<file path="config.mk">
export PLATFORM = sky130hd
export DESIGN_NAME = alarm_match
export DESIGN_NICKNAME = d
export VERILOG_FILES = /design/src/rtl/alarm_match.sv
export SDC_FILE = /design/constraint.sdc
export NUM_CORES = 1
export LEC_CHECK = 0
export BUFFER_PORTS_ARGS = -buffer_cell sky130_fd_sc_hd__buf_2
export CAP_MARGIN = 20
export CELL_PAD_IN_SITES_DETAIL_PLACEMENT = 1
export CELL_PAD_IN_SITES_GLOBAL_PLACEMENT = 2
export CORE_MARGIN = 1.5
export CORE_UTILIZATION = 31
export CTS_CLUSTER_DIAMETER = 50
export CTS_CLUSTER_SIZE = 10
export DETAILED_ROUTE_END_ITERATION = 10
export PLACE_DENSITY_LB_ADDON = 0.1
export SYNTH_ARGS = -nofsm -noshare
export SYNTH_HDL_FRONTEND = slang
export SYNTH_SLANG_ARGS = --single-unit
</file>
<file path="constraint.sdc">
create_clock -name clk -period 4.2 [get_ports clk]
set_input_delay 0.42 -clock clk [delete_from_list [all_inputs] [get_ports clk]]
set_output_delay 0.42 -clock clk [all_outputs]
set_load 0.005 [all_outputs]
</file>
<file path="src/rtl/alarm_match.sv">
module alarm_match #(
  parameter int DW = 8,
  parameter int NF = 5,
  parameter int SW = 3
) (
  input  logic          clk,
  input  logic          rst_n,
  input  logic          wr_en,
  input  logic [SW-1:0] wr_sel,
  input  logic [DW-1:0] wr_data,
  input  logic          upd_done,
  input  logic [DW-1:0] cur_sec,
  input  logic [DW-1:0] cur_min,
  input  logic [DW-1:0] cur_hour,
  input  logic [DW-1:0] cur_date,
  input  logic [DW-1:0] cur_month,
  input  logic          alarm_ie,
  input  logic          rtc_on,
  input  logic          stat_rd,
  output logic          alarm_flag,
  output logic          alarm_irq
);

  logic [NF-1:0][DW-1:0] al_q;
  logic [NF-1:0][DW-1:0] now_t;
  logic [NF-1:0]         fld_ok;
  logic                  hit;

  assign now_t = {cur_month, cur_date, cur_hour, cur_min, cur_sec};

  always_ff @(posedge clk) begin
    if (!rst_n) begin
      al_q <= '0;
    end else if (wr_en) begin
      for (int i = 0; i < NF; i++)
        if (wr_sel == SW'(i)) al_q[i] <= wr_data;
    end
  end

  for (genvar g = 0; g < NF; g++) begin : g_fld
    assign fld_ok[g] = (&al_q[g][DW-1:DW-2]) || (al_q[g] == now_t[g]);
  end

  assign hit = &fld_ok;

  always_ff @(posedge clk) begin
    if (!rst_n)                alarm_flag <= 1'b0;
    else if (upd_done && hit)  alarm_flag <= 1'b1;
    else if (stat_rd)          alarm_flag <= 1'b0;
  end

  assign alarm_irq = alarm_flag & alarm_ie & rtc_on;

  AST_SET_ON_MATCH: assert property (@(posedge clk) disable iff (!rst_n)
    (upd_done && hit) |=> alarm_flag);
  AST_SET_NEEDS_UPD: assert property (@(posedge clk) disable iff (!rst_n)
    $rose(alarm_flag) |-> $past(upd_done));
  AST_FLAG_HOLDS: assert property (@(posedge clk) disable iff (!rst_n)
    (alarm_flag && !stat_rd) |=> alarm_flag);
  AST_READ_CLEARS: assert property (@(posedge clk) disable iff (!rst_n)
    (stat_rd && !upd_done) |=> !alarm_flag);
  AST_IRQ_OFF_WHEN_STOPPED: assert property (@(posedge clk) disable iff (!rst_n)
    (!rtc_on || !alarm_flag) |-> !alarm_irq);

endmodule

</file>
Word level (Yosys, flattened, before mapping)
Cells that the tools add are included.
W data, S select, Z words.
{"block": "op_classes", "n_eq_ne": 9, "mux": 2, "n_bitwise": 2, "n_reduce_logical": 19}
{"operator": "$eq A8 B8 Y1", "n": 5}
{"operator": "$reduce_and A2 Y1", "n": 10}
{"operator": "$eq A3 B2 Y1 const B", "n": 2}
{"operator": "$logic_or A1 B1 Y1", "n": 5}
{"operator": "$reduce_and A5 Y1", "n": 1}
{"operator": "$eq A3 B1 Y1 const B", "n": 1}
{"operator": "$eq A3 B3 Y1 const B", "n": 1}
{"operator": "$logic_not A3 Y1", "n": 1}
{"operator": "$and A1 B1 Y1", "n": 2}
{"operator": "$mux W1", "n": 2}
{"operator": "$reduce_bool A2 Y1", "n": 1}
{"operator": "$logic_and A1 B1 Y1", "n": 1}
{"block": "word_totals", "regBits": 41, "inputBits": 58, "word_cells": 38}

Longest topological paths before layout
Gate-level depths: netlist of run 1.
{"block": "logic_depth", "word_depth": 5, "mapped_depth": 6}

Least setup slack after synthesis of run 1
No wires, ideal clock.
{"block": "synth_timing", "kind": "input to register", "start": "input port cur_sec[6]", "end": "register alarm_flag", "setup_time_ps": 69, "t_arrival_ps": 1498, "required_ps": 4131, "slack_ps": 2633, "stages": 5, "cell_sequence": "xor2_1 > nor4_1 > a22oi_1 > or4_1 > o21ai_1"}
{"block": "synth_via", "elab_chain_len": 5, "word_cells_on_any_way": 6, "classes_between": "eq/ne: 1; mux: 1; reduce/logical: 4"}
{"item": "start, declared", "line_no": "12", "rtl": "input logic [DW-1:0] cur_sec,"}
{"item": "$eq A8 B8 Y1 *", "line_no": "41", "rtl": "assign fld_ok[g] = (&al_q[g][DW-1:DW-2]) || (al_q[g] == now_t[g]);"}
{"item": "$logic_or A1 B1 Y1 *", "line_no": "41"}
{"item": "$reduce_and A5 Y1 *", "line_no": "44", "rtl": "assign hit = &fld_ok;"}
{"item": "$logic_and A1 B1 Y1 *", "line_no": "48", "rtl": "else if (upd_done && hit) alarm_flag <= 1'b1;"}
{"item": "$mux W1 or $reduce_bool A2 Y1 (tied branches)"}
{"item": "end signal, assigned", "line_no": "47", "rtl": "if (!rst_n) alarm_flag <= 1'b0;"}
{"item": "end signal, assigned", "line_no": "48"}
{"item": "end signal, assigned", "line_no": "49", "rtl": "else if (stat_rd) alarm_flag <= 1'b0;"}
{"item": "end, declared", "line_no": "20", "rtl": "output logic alarm_flag,"}
Every way passes the cells marked *; elsewhere a longest branch is shown, timed or not.
A chain may end at the register's enable or synchronous reset.

Worst setup path after layout of run 1
{"block": "layout_timing", "start": "register al_q[6] (netlist name)", "end": "register alarm_flag"}
{"block": "layout_via", "elab_chain_len": 5, "word_cells_on_any_way": 7, "classes_between": "eq/ne: 1; mux: 1; reduce/logical: 5"}
{"item": "start, declared", "line_no": "24", "rtl": "logic [NF-1:0][DW-1:0] al_q;"}
{"item": "start signal, assigned by index", "line_no": "36", "rtl": "if (wr_sel == SW'(i)) al_q[i] <= wr_data;"}
{"item": "$eq A8 B8 Y1 or $reduce_and A2 Y1 (tied branches)", "line_no": "41"}
{"item": "$logic_or A1 B1 Y1 *", "line_no": "41"}
{"item": "$reduce_and A5 Y1 *", "line_no": "44"}
{"item": "$logic_and A1 B1 Y1 *", "line_no": "48"}
{"item": "$mux W1 or $reduce_bool A2 Y1 (tied branches)"}
Marks and branches as above.

==> summary.txt, run 1 <==
Buffer depth of the longest clock path: 2
Clock root cell: clkbuf_8
Sequential share of the synthesized area: 40.82%
Pins Over Slew Limit: 0
FF-to-FF Start: al_q[6]$_SDFFE_PN0P_
Port buffer count: 59
RSZ-0062 raised after global routing: false
H-tree depth: 2
Tmin final: 1732 ps
Fillers: 800
Peak supply drop: 0.0001111 V
Worst-Margin Slew: 653.7 ps
Crit end category: register
Syn Area/Cell: 8.240 sq um
Initial antenna violation count: 0
Vias in the first global route: 1874
Clk pin slew, worst setup/hold paths: 80 ps
Mapped Cells: 244
Distinct cells, synth: 20
Drt pass-1 iters: 4
Finished Layout Cells: 379
Hold EP: alarm_flag$_SDFFE_PN0P_
Leading area contributor after synthesis: dfxtp_1
Antenna fix cells: 0
Total of max-cap violations: 0
Final ANT Viol Nets: 0
Register Area: 820.8 sq um
Final Setup Violations: 0
Hold_sp: stat_rd
Layout cells sized above 1: 22.19%
Met2 wire len: 2.517 mm
Hold crit path type: in -> reg
Crit path arrival time: 1960 ps
Hold WS: 412.5 ps
Cell area after placement: 0.002369 sq mm
CP required: 4430 ps
Rows: 29
Cells after DPL: 371
Top cell type's share of synthesized area: 40.82%
DR vias: 1787
CP Launch Type: register
Largest net degree at the start of global routing: 43
Ys flop type: dfxtp_1
Synth area leaders: dfxtp_1 (41%), nand2_1 (15%), a21boi_0 (15%)
Full die area: 0.006978 sq mm
WL final: 5.511 mm
Critical setup path kind: reg -> reg
Mapped cell area: 0.002011 sq mm
First-pass GRT wire length: 9.135 mm
I/O pins: 60
Sink Count: 41
Gr ovfl total: 0
F_max: 577.4 MHz
Status: completed
Syn. warnings: 0
Commonest cells in the netlist: nand2_1 (83), dfxtp_1 (41), a21boi_0 (40), xor2_1 (32), clkbuf_1 (9)
Post-CTS Setup Inserts: 0
Pwr dens: 305.6 mW/mm^2
Area of the multi-input gates: 0.001156 sq mm
Cell area after layout: 0.002451 sq mm
Met3 WL: 254 um
Core area: 0.006314 sq mm
Setup TNS: 0 ps
Worst-skew pair later-pin latency: 300 ps
Post-synth EDFFs: 0
Total track usage: 16.86%
Fin nets: 359
Hold depth: 3
Worst setup margin: 2468 ps
Placer Congestion: 0.6882
Die width: 83.54 um
Clk_skew: 3.106 ps
CTS Buf Count: 5
PostCTS Resize Cnt: 0
Detailed placement HPWL: 4.124 mm
Leakage: 1.001 nW
Reg2Reg Setup Slack: 2470 ps
Avg WL per Cell: 14.54 um
FF-to-FF End: alarm_flag$_SDFFE_PN0P_
Residual DRC: 0
Asr flop ratio synth: 0%
CTS tree: built
Avg Vias per Cell: 4.715
Final worst-path cycle share: 41.24%
Drt initial violations: 56
CTS Hold Bufs: 0
Final Hold Fails: 0
Relative slew slack: 56.42%
Initial Utilization: 31.85%
Top-count cell post-synth: nand2_1
Net Count, Synth: 302
FF-to-FF path depth: 5
Number of synthesized register bits: 41
Worst Setup Slack post-DPL: 2308 ps
Area Overhead vs Synth: 21.90%
Crit-path max FO: 3
Max layer used: met4
WL met1: 2.687 mm
Die Ht: 83.54 um
area by class of cell:
type                    instances  area share [%]
clock buffers                   6           2.961
clock inverters                 2          0.4084
multi-input cells             194           47.17
flip-flops and latches         41           33.49
well taps                      77           3.931
repair buffers                 59           12.05
flip-flops by register name, summed over array words and instances (netlist names):
| name | cells |
|---|---|
| al_q | 40 |
| alarm_flag | 1 |
worst max-delay path, cell delays in order, from the launching register on:
cell and delay, ps:
dfxtp_1 350, xor2_1 170, nor4_1 340, a22oi_1 150, or4_1 530, o21ai_1 130
power by group:
part	switching [mW]	leakage, nW	internal [mW]
combinational	0.0461	0.625	0.0430
clock	0.142	0.0450	0.115
sequential	0.00596	0.332	0.396
placed cells by master (no fill, tap or decap), drive strengths merged:
cell type and count:
nand2 83, nand4 2, clkbuf 6, and3 3, nor2b 1, clkinv 2
nor2 2, buf 59, xor2 32, and2 1, or4 1, a22oi 4
and3b 1, dfxtp 41, a21boi 40, nor4 8, o21ai 2, nand3 3
nand3b 2, or2 1, xnor2 8
routing by layer:
layer / vias up / track usage, %
li1: 923 / -
met1: 813 / 22.83
met2: 44 / 27.42
met3: 7 / 3.858
met4: 0 / 4.024
met5: - / 0
worst max-delay path by stage:
stage | start | end | slack [ps] | depth (start not counted)
floorplan | cur_sec[6] | alarm_flag$_SDFFE_PN0P_ | 2630 | 5
global placement | cur_sec[6] | alarm_flag$_SDFFE_PN0P_ | 2340 | 6
detailed placement | cur_sec[6] | alarm_flag$_SDFFE_PN0P_ | 2310 | 6
CTS | al_q[6]$_SDFFE_PN0P_ | alarm_flag$_SDFFE_PN0P_ | 2450 | 5
global route | al_q[6]$_SDFFE_PN0P_ | alarm_flag$_SDFFE_PN0P_ | 2350 | 5
finish | al_q[6]$_SDFFE_PN0P_ | alarm_flag$_SDFFE_PN0P_ | 2470 | 5
kinds of logic after synthesis:
kind of cell	Yosys count	synth area share, %
flip-flops	41	40.82
AND/OR/NAND/NOR	108	23.15
XOR/XNOR	40	17.42
buffers and inverters	9	1.680
AO/OA/AOI/OAI	46	16.93
metrics by stage:
stage | total power [mW] | utilization (%)
final | 0.7490 | 38.82
after global routing | 0.7877 | 38.82
after CTS | 0.7601 | 38.82
after detailed placement | 0.5033 | 37.51
after global placement | 0.5009 | 37.51
after floorplan | 0.4525 | -
Power figures use the tool's default switching activity.
==> run 2, diff against run 1 <==
--- a/config.mk
+++ b/config.mk
@@ -5,12 +5,13 @@
 export SDC_FILE = /design/constraint.sdc
 export NUM_CORES = 1
 export LEC_CHECK = 0
+export ABC_AREA = 1
 export BUFFER_PORTS_ARGS = -buffer_cell sky130_fd_sc_hd__buf_2
 export CAP_MARGIN = 20
 export CELL_PAD_IN_SITES_DETAIL_PLACEMENT = 1
 export CELL_PAD_IN_SITES_GLOBAL_PLACEMENT = 2
 export CORE_MARGIN = 1.5
-export CORE_UTILIZATION = 31
+export CORE_UTILIZATION = 24
 export CTS_CLUSTER_DIAMETER = 50
 export CTS_CLUSTER_SIZE = 10
 export DETAILED_ROUTE_END_ITERATION = 10
==> constraint.sdc (replaced) <==
create_clock -name clk -period 1.45 [get_ports clk]
set_input_delay 0.145 -clock clk [delete_from_list [all_inputs] [get_ports clk]]
set_output_delay 0.145 -clock clk [all_outputs]
set_load 0.005 [all_outputs]
==> summary.txt, run 2 <==
Status: completed (unchanged)
Clk_skew: 5.841 ps (was 3.106 ps)
Residual DRC: 0 (unchanged)
Distinct cells, synth: 21 (was 20)
First-pass GRT wire length: 10.44 mm (was 9.135 mm)
CTS Hold Bufs: 0 (unchanged)
Hold_sp: stat_rd (unchanged)
Relative slew slack: 82.32% (was 56.42%)
Initial antenna violation count: 0 (unchanged)
Combinational share of power: 15.2% (was 11.9%)
Hold WS: 122.5 ps (was 412.5 ps)
Rows: 34 (was 29)
Die Ht: 97.42 um (was 83.54 um)
Pins Over Slew Limit: 0 (unchanged)
Core area: 0.008678 sq mm (was 0.006314 sq mm)
CP required: 1690 ps (was 4430 ps)
Tmin final: 1187 ps (was 1732 ps)
Switch share: 26.91% (was 25.92%)
Power share of the clock group: 33.7% (was 34.4%)
Worst setup margin: 263.0 ps (was 2468 ps)
Initial Utilization: 24.65% (was 31.85%)
Worst Setup Slack post-DPL: 245.1 ps (was 2308 ps)
Most common cell after layout, fill and taps aside: nand2_1 (unchanged)
CP startpoint: al_q[15]$_SDFFE_PN0P_ (was al_q[6]$_SDFFE_PN0P_)
FF-to-FF path depth: 9 (was 5)
Sequential share of power: 51.1% (was 53.7%)
Vias in the first global route: 2105 (was 1874)
Net switching power: 626.2 uW (was 194.1 uW)
Number of synthesized register bits: 41 (unchanged)
Post-CTS Setup Inserts: 0 (unchanged)
I/O pins: 60 (unchanged)
F_max: 842.5 MHz (was 577.4 MHz)
Avg WL per Cell: 12.80 um (was 14.54 um)
CP Launch Type: register (unchanged)
Cell Chain, Critical Path: xnor2_1 -> nand2_1 -> nor2_1 -> nand2_1 -> nand2_1 -> nand2_1 -> nor2_1 -> nand2_1 -> a21oi_2 (was xor2_1 -> nor4_1 -> a22oi_1 -> or4_1 -> o21ai_1)
Hold depth: 4 (was 3)
PostCTS Resize Cnt: 0 (unchanged)
Drt initial violations: 54 (was 56)
Leakage: 1.270 nW (was 1.001 nW)
Net Count, Synth: 378 (was 302)
Synth area leaders: dfxtp_1 (38%), nand2_1 (13%), nor2_1 (11%) (was dfxtp_1 (41%), nand2_1 (15%), a21boi_0 (15%))
Buffer depth of the longest clock path: 2 (unchanged)
Crit path arrival time: 1420 ps (was 1960 ps)
Final Setup Violations: 0 (unchanged)
Placer Congestion: 0.7360 (was 0.6882)
FF-to-FF Start: al_q[15]$_SDFFE_PN0P_ (was al_q[6]$_SDFFE_PN0P_)
Final worst-path cycle share: 81.86% (was 41.24%)
Max stage delay on crit path: 370 ps (was 530 ps)
Largest register FFs: 40 (unchanged)
CP most frequent cell: nand2_1
Detailed placement HPWL: 4.732 mm (was 4.124 mm)
Peak supply drop: 0.0003103 V (was 0.0001111 V)
Util after Layout: 30.77% (was 38.82%)
Syn Area/Cell: 6.686 sq um (was 8.240 sq um)
Total of max-cap violations: 0 (unchanged)
Avg Vias per Cell: 4.280 (was 4.715)
Final ANT Viol Nets: 0 (unchanged)
Post-synth EDFFs: 0 (unchanged)
CTS tree: built (unchanged)
Total track usage: 14.01% (was 16.86%)
Biggest register: al_q (unchanged)
H-tree depth: 2 (unchanged)
Antenna fix cells: 0 (unchanged)
DR vias: 2106 (was 1787)
Ys flop type: dfxtp_1 (unchanged)
Critical Path Stages: 9 (was 5)
Port buffer count: 59 (unchanged)
RSZ-0062 raised after global routing: false (unchanged)
Most frequent cells in the layout: nand2_1 (74), nor2_1 (64), buf_2 (59), dfxtp_1 (41) (was nand2_1 (83), buf_2 (59), dfxtp_1 (41), a21boi_0 (40), xor2_1 (32))
Sequential share of the synthesized area: 38.36% (was 40.82%)
Asr flop ratio synth: 0% (unchanged)
Sink Count: 41 (unchanged)
Die width: 97.42 um (was 83.54 um)
Top cell type's share of synthesized area: 38.36% (was 40.82%)
Drt pass-1 iters: 4 (unchanged)
Fillers: 1133 (was 800)
CP delay by family, top: simple AND/OR/NAND/NOR gates (unchanged)
Worst-skew pair later-pin latency: 290 ps (was 300 ps)
CTS Buf Count: 5 (unchanged)
Commonest cells in the netlist: nand2_1 (74), nor2_1 (64), dfxtp_1 (41), inv_1 (36), o21ai_0 (36) (was nand2_1 (83), dfxtp_1 (41), a21boi_0 (40), xor2_1 (32), clkbuf_1 (9))
Top-count cell post-synth: nand2_1 (unchanged)
Clk pin slew, worst setup/hold paths: 80 ps (about the same)
Worst-Margin Slew: 264.4 ps (was 653.7 ps)
Clock root cell: clkbuf_8 (unchanged)
Area Overhead vs Synth: 24.80% (was 21.90%)
Leading area contributor after synthesis: dfxtp_1 (unchanged)
Pwr dens: 871.5 mW/mm^2 (was 305.6 mW/mm^2)
Fin nets: 442 (was 359)
Syn. warnings: 0 (unchanged)
Crit end category: register (unchanged)
Mapped Cells: 320 (was 244)
Hold crit path type: in -> reg (unchanged)
Final Hold Fails: 0 (unchanged)
Critical setup path kind: reg -> reg (unchanged)
Gr ovfl total: 0 (unchanged)
Layout cells sized above 1: 21.61% (was 22.19%)
Crit path buffers/inverters: 0 (unchanged)
Largest regs: al_q (40), alarm_flag (1) (unchanged)
Crit-path max FO: 3 (unchanged)
WL final: 6.299 mm (was 5.511 mm)
Largest net degree at the start of global routing: 42 (was 43)
Pint: 1.701 mW (was 554.9 uW)
Slowest cell on crit path: dfxtp_1 (was or4_1)
Setup TNS: 0 ps (unchanged)
Full die area: 0.009491 sq mm (was 0.006978 sq mm)
Mapped cell area: 0.002140 sq mm (was 0.002011 sq mm)
-- run 2: cell types whose count changed after synthesis, moves of 4 or more --
| cell | previous run | this run |
|---|---|---|
| a21boi_0 | 40 | 0 |
| a21oi_1 | 0 | 16 |
| a22oi_1 | 4 | 0 |
| clkbuf_1 | 9 | 3 |
| inv_1 | 0 | 36 |
| inv_2 | 0 | 6 |
| nand2_1 | 83 | 74 |
| nor2_1 | 2 | 64 |
| nor4_1 | 8 | 0 |
| o21ai_0 | 1 | 36 |
| xnor2_1 | 8 | 20 |
| xor2_1 | 32 | 7 |
-- run 2: cells by family after synthesis --
family                 share of synthesized area, %
buffers and inverters                         9.064
AND/OR/NAND/NOR                               27.84
XOR/XNOR                                      11.05
AO/OA/AOI/OAI                                 13.68
flip-flops                                    38.36
-- run 2: path summary, 6_finish.rpt --
| kind | end | slack [ps] |
|---|---|---|
| hold reg to reg | al_q[27]$_SDFFE_PN0P_ | 460 |
| setup reg to reg | alarm_flag$_SDFFE_PN0P_ | 260 |
| hold / removal | alarm_flag$_SDFFE_PN0P_ | 120 |
| setup / recovery | alarm_flag$_SDFFE_PN0P_ | 260 |
-- run 2: power groups by stage --
stage	Sequential [mW]	Combinational [mW]	Clock, mW
6_report	1.19	0.353	0.785
5_1_grt	1.19	0.408	0.872
2_1_floorplan	1.21	0.193	0
3_3_place_gp	1.22	0.358	0
4_1_cts	1.19	0.363	0.822
3_5_place_dp	1.22	0.361	0
-- run 2: cell type report --
cell class                      count  area, sq um  share of cell area [%]
Clock buffer                        7        86.33                   3.233
Inverter                           42        157.7                   5.904
Multi-Input combinational cell    230         1125                   42.13
Sequential cell                    41        820.8                   30.74
Tap cell                          108        135.1                   5.061
Timing Repair Buffer               64        345.3                   12.93
-- run 2: per-stage QoR --
step	area [sq um]	cells	power [mW]
2_1_floorplan	2140	320	1.403
3_3_place_gp	2584	485	1.574
3_5_place_dp	2584	485	1.577
4_1_cts	2670	492	2.375
5_1_grt	2670	492	2.475
6_report	2670	492	2.327
-- run 2: routing by layer --
metal | wire [um] | track usage [%] | up-vias
met1 | 2999 | 18.24 | 957
met5 | 0 | 0 | -
met3 | 234 | 2.950 | 7
met4 | 74 | 3.297 | 0
met2 | 2990 | 23.66 | 36
li1 | - | - | 1106
-- run 2: worst reg2reg max path: stages, from the launching register on --
cell and delay, ps:
dfxtp_1 370, xnor2_1 130, nand2_1 70, nor2_1 80
nand2_1 50, nand2_1 110, nand2_1 70, nor2_1 80
nand2_1 70, a21oi_2 100
